===== src/rtl/refresh_pkg.sv =====
package refresh_pkg;

  // Cycles between refresh requests: clock cycles in one retention period,
  // divided by the number of rows that must fit into it.
  function automatic int unsigned calc_interval(input int unsigned clk_khz,
                                                input int unsigned retain_ms,
                                                input int unsigned rows);
    return (clk_khz * retain_ms) / rows;
  endfunction

  // Increment with wrap at a last value that need not be a power of two.
  function automatic logic [31:0] wrap_inc(input logic [31:0] v,
                                           input logic [31:0] last);
    return (v == last) ? 32'd0 : v + 32'd1;
  endfunction

  // Owed-count update: add on expiry, retire on acceptance, saturate at top.
  function automatic logic [31:0] owed_next(input logic [31:0] cur,
                                            input logic        expire,
                                            input logic        take,
                                            input logic [31:0] top);
    logic [31:0] v;
    v = cur;
    if (expire && !take) v = (cur == top) ? top : cur + 32'd1;
    else if (take && !expire) v = cur - 32'd1;
    return v;
  endfunction

endpackage


===== src/rtl/refresh_interval_timer.sv =====
module refresh_interval_timer #(
  parameter int unsigned INTERVAL = 781
) (
  input  logic clk,
  input  logic rst_n,
  output logic expire
);
  localparam int unsigned CNT_W = (INTERVAL > 2) ? $clog2(INTERVAL) : 1;
  localparam logic [CNT_W-1:0] LAST = CNT_W'(INTERVAL - 1);

  logic [CNT_W-1:0] cnt_q;

  assign expire = (cnt_q == LAST);

  always_ff @(posedge clk) begin
    if (!rst_n)      cnt_q <= '0;
    else if (expire) cnt_q <= '0;
    else             cnt_q <= cnt_q + CNT_W'(1);
  end


  cnt_range_chk: assert property (@(posedge clk) disable iff (!rst_n)
    cnt_q <= LAST);


  expire_gap_chk: assert property (@(posedge clk) disable iff (!rst_n)
    expire |=> !expire);

endmodule


===== src/rtl/refresh_row_counter.sv =====
module refresh_row_counter #(
  parameter int unsigned ROW_COUNT = 4096,
  localparam int unsigned ROW_W = $clog2(ROW_COUNT)
) (
  input  logic             clk,
  input  logic             rst_n,
  input  logic             advance,
  output logic [ROW_W-1:0] row
);
  localparam logic [ROW_W-1:0] LAST_ROW = ROW_W'(ROW_COUNT - 1);

  logic [ROW_W-1:0] row_q;

  always_ff @(posedge clk) begin
    if (!rst_n)       row_q <= '0;
    else if (advance) row_q <= ROW_W'(refresh_pkg::wrap_inc(32'(row_q), 32'(LAST_ROW)));
  end

  assign row = row_q;


  row_wrap_chk: assert property (@(posedge clk) disable iff (!rst_n)
    (advance && row_q == LAST_ROW) |=> row_q == '0);


  row_idle_chk: assert property (@(posedge clk) disable iff (!rst_n)
    !advance |=> $stable(row_q));

endmodule


===== src/rtl/refresh_owed_counter.sv =====
module refresh_owed_counter #(
  parameter int unsigned PEND_W = 4,
  localparam int unsigned TOP = (1 << PEND_W) - 1
) (
  input  logic              clk,
  input  logic              rst_n,
  input  logic              expire,
  input  logic              take,
  output logic [PEND_W-1:0] owed
);
  localparam logic [PEND_W-1:0] TOP_V = PEND_W'(TOP);

  logic [PEND_W-1:0] owed_q;

  always_ff @(posedge clk) begin
    if (!rst_n) owed_q <= '0;
    else        owed_q <= PEND_W'(refresh_pkg::owed_next(32'(owed_q), expire, take, 32'(TOP_V)));
  end

  assign owed = owed_q;


  no_overflow_chk: assert property (@(posedge clk) disable iff (!rst_n)
    (owed_q == TOP_V && expire && !take) |=> owed_q == TOP_V);


  retire_chk: assert property (@(posedge clk) disable iff (!rst_n)
    (take && !expire) |=> owed_q == $past(owed_q) - PEND_W'(1));


  balance_chk: assert property (@(posedge clk) disable iff (!rst_n)
    (take && expire) |=> $stable(owed_q));

endmodule


===== src/rtl/refresh_sched.sv =====
module refresh_sched #(
  parameter int unsigned CLK_KHZ       = 50000,
  parameter int unsigned RETAIN_MS     = 64,
  parameter int unsigned ROW_COUNT     = 4096,
  parameter int unsigned PEND_W        = 4,
  parameter int unsigned OVERDUE_LIMIT = 8,
  localparam int unsigned ROW_W = $clog2(ROW_COUNT)
) (
  input  logic             clk,
  input  logic             rst_n,
  output logic             refresh_req,
  output logic [ROW_W-1:0] refresh_row,
  input  logic             refresh_ack,
  output logic             refresh_overdue
);
  localparam int unsigned INTERVAL = refresh_pkg::calc_interval(CLK_KHZ, RETAIN_MS, ROW_COUNT);
  localparam logic [PEND_W-1:0] LIMIT_V = PEND_W'(OVERDUE_LIMIT);

  // Named internal events, brought out for the checks below.
  logic              tick;
  logic              accept;
  logic [PEND_W-1:0] owed;

  refresh_interval_timer #(.INTERVAL(INTERVAL)) u_timer (
    .clk(clk), .rst_n(rst_n), .expire(tick));

  refresh_owed_counter #(.PEND_W(PEND_W)) u_owed (
    .clk(clk), .rst_n(rst_n), .expire(tick), .take(accept), .owed(owed));

  refresh_row_counter #(.ROW_COUNT(ROW_COUNT)) u_row (
    .clk(clk), .rst_n(rst_n), .advance(accept), .row(refresh_row));

  assign refresh_req     = (owed != '0);
  assign accept          = refresh_ack && refresh_req;
  assign refresh_overdue = (owed >= LIMIT_V);

  initial begin
    if (INTERVAL < 2) $error("refresh interval below two cycles");
    if (OVERDUE_LIMIT < 1 || OVERDUE_LIMIT > (1 << PEND_W) - 1)
      $error("overdue limit outside owed-count range");
  end


  req_source_chk: assert property (@(posedge clk) disable iff (!rst_n)
    $rose(refresh_req) |-> $past(tick));


  req_hold_chk: assert property (@(posedge clk) disable iff (!rst_n)
    (refresh_req && !refresh_ack) |=> refresh_req);


  row_step_chk: assert property (@(posedge clk) disable iff (!rst_n)
    accept |=> refresh_row != $past(refresh_row));


  overdue_rise_chk: assert property (@(posedge clk) disable iff (!rst_n)
    $rose(refresh_overdue) |-> $past(tick));

endmodule


===== config.mk =====
export PLATFORM = sky130hd
export DESIGN_NAME = refresh_sched
export DESIGN_NICKNAME = d
export VERILOG_FILES = /design/src/rtl/refresh_pkg.sv /design/src/rtl/refresh_interval_timer.sv /design/src/rtl/refresh_row_counter.sv /design/src/rtl/refresh_owed_counter.sv /design/src/rtl/refresh_sched.sv
export SDC_FILE = /design/constraint.sdc
export NUM_CORES = 1
export LEC_CHECK = 0
export BUFFER_PORTS_ARGS = -buffer_cell sky130_fd_sc_hd__buf_2
export CORE_UTILIZATION = 45
export DETAILED_ROUTE_END_ITERATION = 10
export GPL_TIMING_DRIVEN = 0
export SETUP_SLACK_MARGIN = 0.15
export SYNTH_ARGS = -nofsm -noshare
export SYNTH_HDL_FRONTEND = slang
export SYNTH_HIERARCHICAL = 1
export SYNTH_SLANG_ARGS = --single-unit

===== constraint.sdc =====
create_clock -name clk -period 2.4 [get_ports clk]
set_input_delay 0.48 -clock clk [delete_from_list [all_inputs] [get_ports clk]]
set_output_delay 0.48 -clock clk [all_outputs]
set_load 0.005 [all_outputs]

# [Yosys cells after proc, flatten, opt, wreduce, memory -nomap -nowiden]
# Index checks and enable logic that the tools add are counted.
[word_totals] reg_bits=26 out_inout_bits=14 word_cells=24 inputBits=3
[classes] bitwise=1 n_mux=4 eq_ne=3 reduce_logical=8 addsub=4 order_cmp=1
[ops] op="adder 12 x 1 -> 12 bit (second input constant)" n=1
[ops] op="equality test 12 bit (second input constant)" n=1
[ops] op="two-way mux 12 bit" n=1
[ops] op="two-way mux 4 bit" n=3
[ops] op="adder 10 x 1 -> 10 bit (second input constant)" n=1
[ops] op="equality test 10 bit (second input constant)" n=1
[ops] op="adder 4 x 1 -> 4 bit (second input constant)" n=1
[ops] op="equality test 4 bit (second input constant)" n=1
[ops] op=">= comparator 4 bit (second input constant)" n=1
[ops] op="nonzero test 4 bit" n=1
[ops] op="subtractor 4 x 1 -> 4 bit (second input constant)" n=1
[ops] op="logical AND 1 bit" n=3
[ops] op="logical NOT 1 bit" n=2
[ops] op="nonzero test 2 bit" n=1
[ops] op="OR reduction 2 bit" n=1
[ops] op="NOT 1 bit" n=1

# [Depth between registers and ports, before layout]
[depth] depth_word=5 mapped_depth=8 ltp_nobuf=8

# [By module]
# Netlist, hierarchy kept.
[modules_own_cells] module="refresh_row_counter" seq_area_each_um2=240.2 instances=1 cells_per_inst=62 area_per_inst_um2=549.3
[modules_own_cells] module="refresh_interval_timer" seq_area_each_um2=200.2 instances=1 cells_per_inst=53 area_per_inst_um2=484.2
[modules_own_cells] module="refresh_owed_counter" seq_area_each_um2=80.1 instances=1 cells_per_inst=39 area_per_inst_um2=306.5
[modules_own_cells] module="refresh_sched" seq_area_each_um2=0.0 instances=1 cells_per_inst=3 area_per_inst_um2=22.5

# [Worst setup path before layout]
# OpenSTA, ideal clock, no wires.
[synth_path] kind="flip-flop to flip-flop" start="register u_timer.cnt_q[4]" end="register u_owed.owed_q[3] (netlist: u_owed/owed[3])" path_stages_with_launch=7 slack_ns=0.390 path_buffers=0 required_time_ns=2.275 arrival_ns=1.885 setup_ns=0.125 synth_period_minus_slack_ns=2.010 cell_sequence="dfxtp_1 > or3b_1 > nor4_1 > ha_1 > or4_1 > nand3_1 > a31oi_1"
[synth_between] elab_chain_cells=4 elab_cells_between_ends=6 cone_classes="eq/ne: 1; mux: 1; reduce/logical: 4"
[synth_lines] element="start, declared" line_no="refresh_interval_timer.sv:11" text="logic [CNT_W-1:0] cnt_q;"
[synth_lines] element="start signal, assigned" line_no="refresh_interval_timer.sv:18" text="else cnt_q <= cnt_q + CNT_W'(1);"
[synth_lines] element="equality test 10 bit (*)" line_no="refresh_interval_timer.sv:13" text="assign expire = (cnt_q == LAST);"
[synth_lines] element="named net tick" line_no="refresh_sched.sv:20" text="logic tick;"
[synth_lines] element="logical NOT 1 bit" line_no="refresh_pkg.sv:25" text="else if (take && !expire) v = cur - 32'd1;"
[synth_lines] element="logical AND 1 bit" line_no="refresh_pkg.sv:25"
[synth_lines] element="nonzero test 2 bit (no source line)"
[synth_lines] element="end signal, assigned" line_no="refresh_owed_counter.sv:17" text="else owed_q <= PEND_W'(refresh_pkg::owed_next(32'(owed_q), expire, take, 32'(TOP_V)));"
[synth_lines] element="end, declared" line_no="refresh_owed_counter.sv:13" text="logic [PEND_W-1:0] owed_q;"
# Mark *: on every way through the listed nets, which the timed path passes. The rest lies on a longest branch.
# A chain may end at the register's enable or synchronous reset.

# [Worst setup path after layout]
# Ends and elaborated chain as after synthesis.

==> results.json <==
{
  "syn_nets": 166,
  "root_buffer": "clkbuf_4",
  "drc": 0,
  "grt_overflow_total": 0,
  "slowest_delay_ns": 0.52,
  "ant_nets": 0,
  "power_density_nw_per_um2": 430,
  "ioPinCount": 17,
  "fin_tns_setup_ns": 0,
  "crit_path_start_kind": "flop",
  "synth_cells": 157,
  "dp.cells": 204,
  "layout-drive-gt1-share_pct": 18.1,
  "status": "complete, no violations",
  "grt_max_degree": 14,
  "mostFrequentLayoutCell": "dfxtp_1",
  "synth-warning-count": 6,
  "diodes": 0,
  "path_class": "reg2reg",
  "dp_hpwl_um": 2040,
  "ys_seq_area_share_pct": 38.2,
  "hold_viol_final": 0,
  "grt_pass1_vias": 1125,
  "max_freq_mhz": 469,
  "ys_ff_latch": 26,
  "vias": 1234,
  "initial_core_util_pct": 48.6,
  "period_minus_slack_ns": 2.13,
  "critPathSlowestCell": "or4_1",
  "grt_first_pass_wirelength_um": 4990,
  "syn2layout_area_growth_pct": 11.1,
  "worstMarginPinSlew_ns": 0.665,
  "worstSetupEndpointType": "flop",
  "vdd_drop_max_mv": 0.222,
  "gp_routability_congestion": 0.740,
  "finalSetupViolCount": 0,
  "syn_area_sq_um": 1360,
  "io_buffers": 16,
  "min_path_type": "reg2reg",
  "path_delay_family": "simple AND/OR/NAND/NOR gates",
  "path_max_fanout": 6,
  "dieArea_sq_um": 3250,
  "ys_types": 38,
  "path_clk_slew_ns": 0.14,
  "clock_skew_ns": 0.00398,
  "cts.sinks": 26,
  "p_leak_uw": 0.000591,
  "hold_buffers": 0,
  "postSynthAreaPerCell_sq_um": 8.68,
  "core_area_sq_um": 2810,
  "crit_chain": "or3b_1 > nor4_1 > ha_1 > or4_1 > nand3_1 > a31oi_1",
  "arrival_ns": 2.35,
  "nets": 188,
  "grt_util_all_layers_pct": 19.2,
  "layout_common_cells": "dfxtp_1 (24), buf_2 (17), a21oi_1 (13)",
  "h-tree-depth": 1,
  "post_drt_wl_per_cell_um": 13.6,
  "cp_num_buf_inv": 0,
  "vias_per_cell": 5.93,
  "finalCritPeriodShare_pct": 88.8,
  "first_pass_iters": 5,
  "crit_required_ns": 2.62,
  "relSlewSlack_pct": 55.2,
  "row_count": 19,
  "die_w_um": 57.0,
  "max_cap_viol_count": 0,
  "clkLatencyLatePin_ns": 0.31,
  "die_h_um": 57.0,
  "routed_wl_um": 2830,
  "final_cells": 208,
  "drtIter0Drc": 59,
  "antenna_found_initial": 0,
  "cts_max_path_buffers": 2,
  "slew_violations": 0,
  "rsz0062_at_grt": "false",
  "cts_tree": "yes",
  "cts_made_buffers": 3
}
[flip-flops by register name (all words and copies together) (netlist names)]
register and count:
u_timer/cnt_q 10, u_owed/owed 4, u_row/row 12
[synth_stat cells]
cell	number	share of area, %
a31o_1	1	0.64
nand2b_1	3	1.4
clkbuf_1	1	0.28
o41ai_4	1	2.0
nand3_1	12	4.4
or3b_1	1	0.64
buf_6	1	0.83
o21ai_0	9	3.3
o21a_1	1	0.55
nand4_2	1	0.92
dfxtp_1	26	38
nor2_1	10	2.8
xor2_1	5	3.2
nor2b_1	2	0.92
buf_2	1	0.37
o221a_1	1	0.83
o211ai_1	1	0.55
nand4_1	4	1.8
o41a_1	1	0.83
a211o_1	1	0.64
o41ai_2	1	1.2
or4_1	7	3.9
o21ai_1	1	0.37
nor4_1	2	0.92
a21oi_1	13	4.8
nand2_1	12	3.3
inv_1	11	3.0
or2_2	1	0.46
or3_2	3	1.7
nor3_1	1	0.37
or3_1	4	1.8
nand3b_1	1	0.55
a21boi_1	1	0.55
a31oi_1	2	0.92
nand4_4	1	1.6
xnor2_1	2	1.3
o31ai_1	5	2.8
ha_1	6	5.5
[path summary, 6_finish.rpt]
| kind | from | to | slack (ns) | cells past startpoint |
|---|---|---|---|---|
| setup / recovery | u_timer/cnt_q[4]$_SDFF_PP0_ | u_owed/owed[3]$_SDFFE_PN0P_ | 0.27 | 6 |
| hold / removal | u_timer/cnt_q[0]$_SDFF_PP0_ | u_timer/cnt_q[0]$_SDFF_PP0_ | 0.48 | 1 |
| setup reg to reg | u_timer/cnt_q[4]$_SDFF_PP0_ | u_owed/owed[3]$_SDFFE_PN0P_ | 0.27 | 6 |
| hold reg to reg | u_timer/cnt_q[0]$_SDFF_PP0_ | u_timer/cnt_q[0]$_SDFF_PP0_ | 0.48 | 1 |
[area by class of cell]
class	count	area, sq um
Fill cell	287	1290
Tap cell	31	38.8
Inverter	11	41.3
Sequential cell	26	523
Multi-Input combinational cell	117	781
Clock buffer	3	22.5
Timing Repair Buffer	17	87.6
Buffer	3	20.0
[per-layer routing]
layer,share of wire (%),up-vias,GRT usage (%),routed length (um)
met5,0,-,0,0
met4,1.3,0,9.06,38
met3,2.4,4,2.27,69
met2,50,22,31.9,1400
met1,47,590,24.9,1320
li1,-,618,-,-
[stage by stage]
step                setup slack [ns]  power [uW]  utilization (%)  instance area [sq um]  hold WS (ns)
finish                         0.268         652             54.0                   1510         0.480
global placement               0.248         475             52.8                   1480         0.458
detailed placement             0.251         477             52.8                   1480         0.480
CTS                            0.236         661             53.6                   1500         0.496
floorplan                      0.390         466                -                   1360         0.447
global route                   0.149         682             54.0                   1510         0.493
[logic make-up (layout without fill, tap and decap cells)]
| group | count (synthesis) | in the layout | synth area share (%) |
|---|---|---|---|
| DFF | 26 | 26 | 38.2 |
| buffers and inverters | 14 | 34 | 4.50 |
| adders and majority gates | 6 | 6 | 5.51 |
| and+or+nand+nor | 65 | 65 | 27.4 |
| xor gates and xnor gates | 7 | 7 | 4.50 |
| AOI/OAI and AO/OA | 39 | 39 | 19.9 |
[timing repair]
action | in CTS | in global routing
gates resized for setup | 0 | 2
setup endpoints to repair | 0 | 5
setup buffers | 0 | 1
[power breakdown]
part / leakage [uW] / switching [uW] / internal [uW]
Combinational: 0.000367 / 14.9 / 9.27
Clock: 0.0000138 / 125 / 58.7
Sequential: 0.000210 / 7.11 / 437
Power figures use the tool's default switching activity.
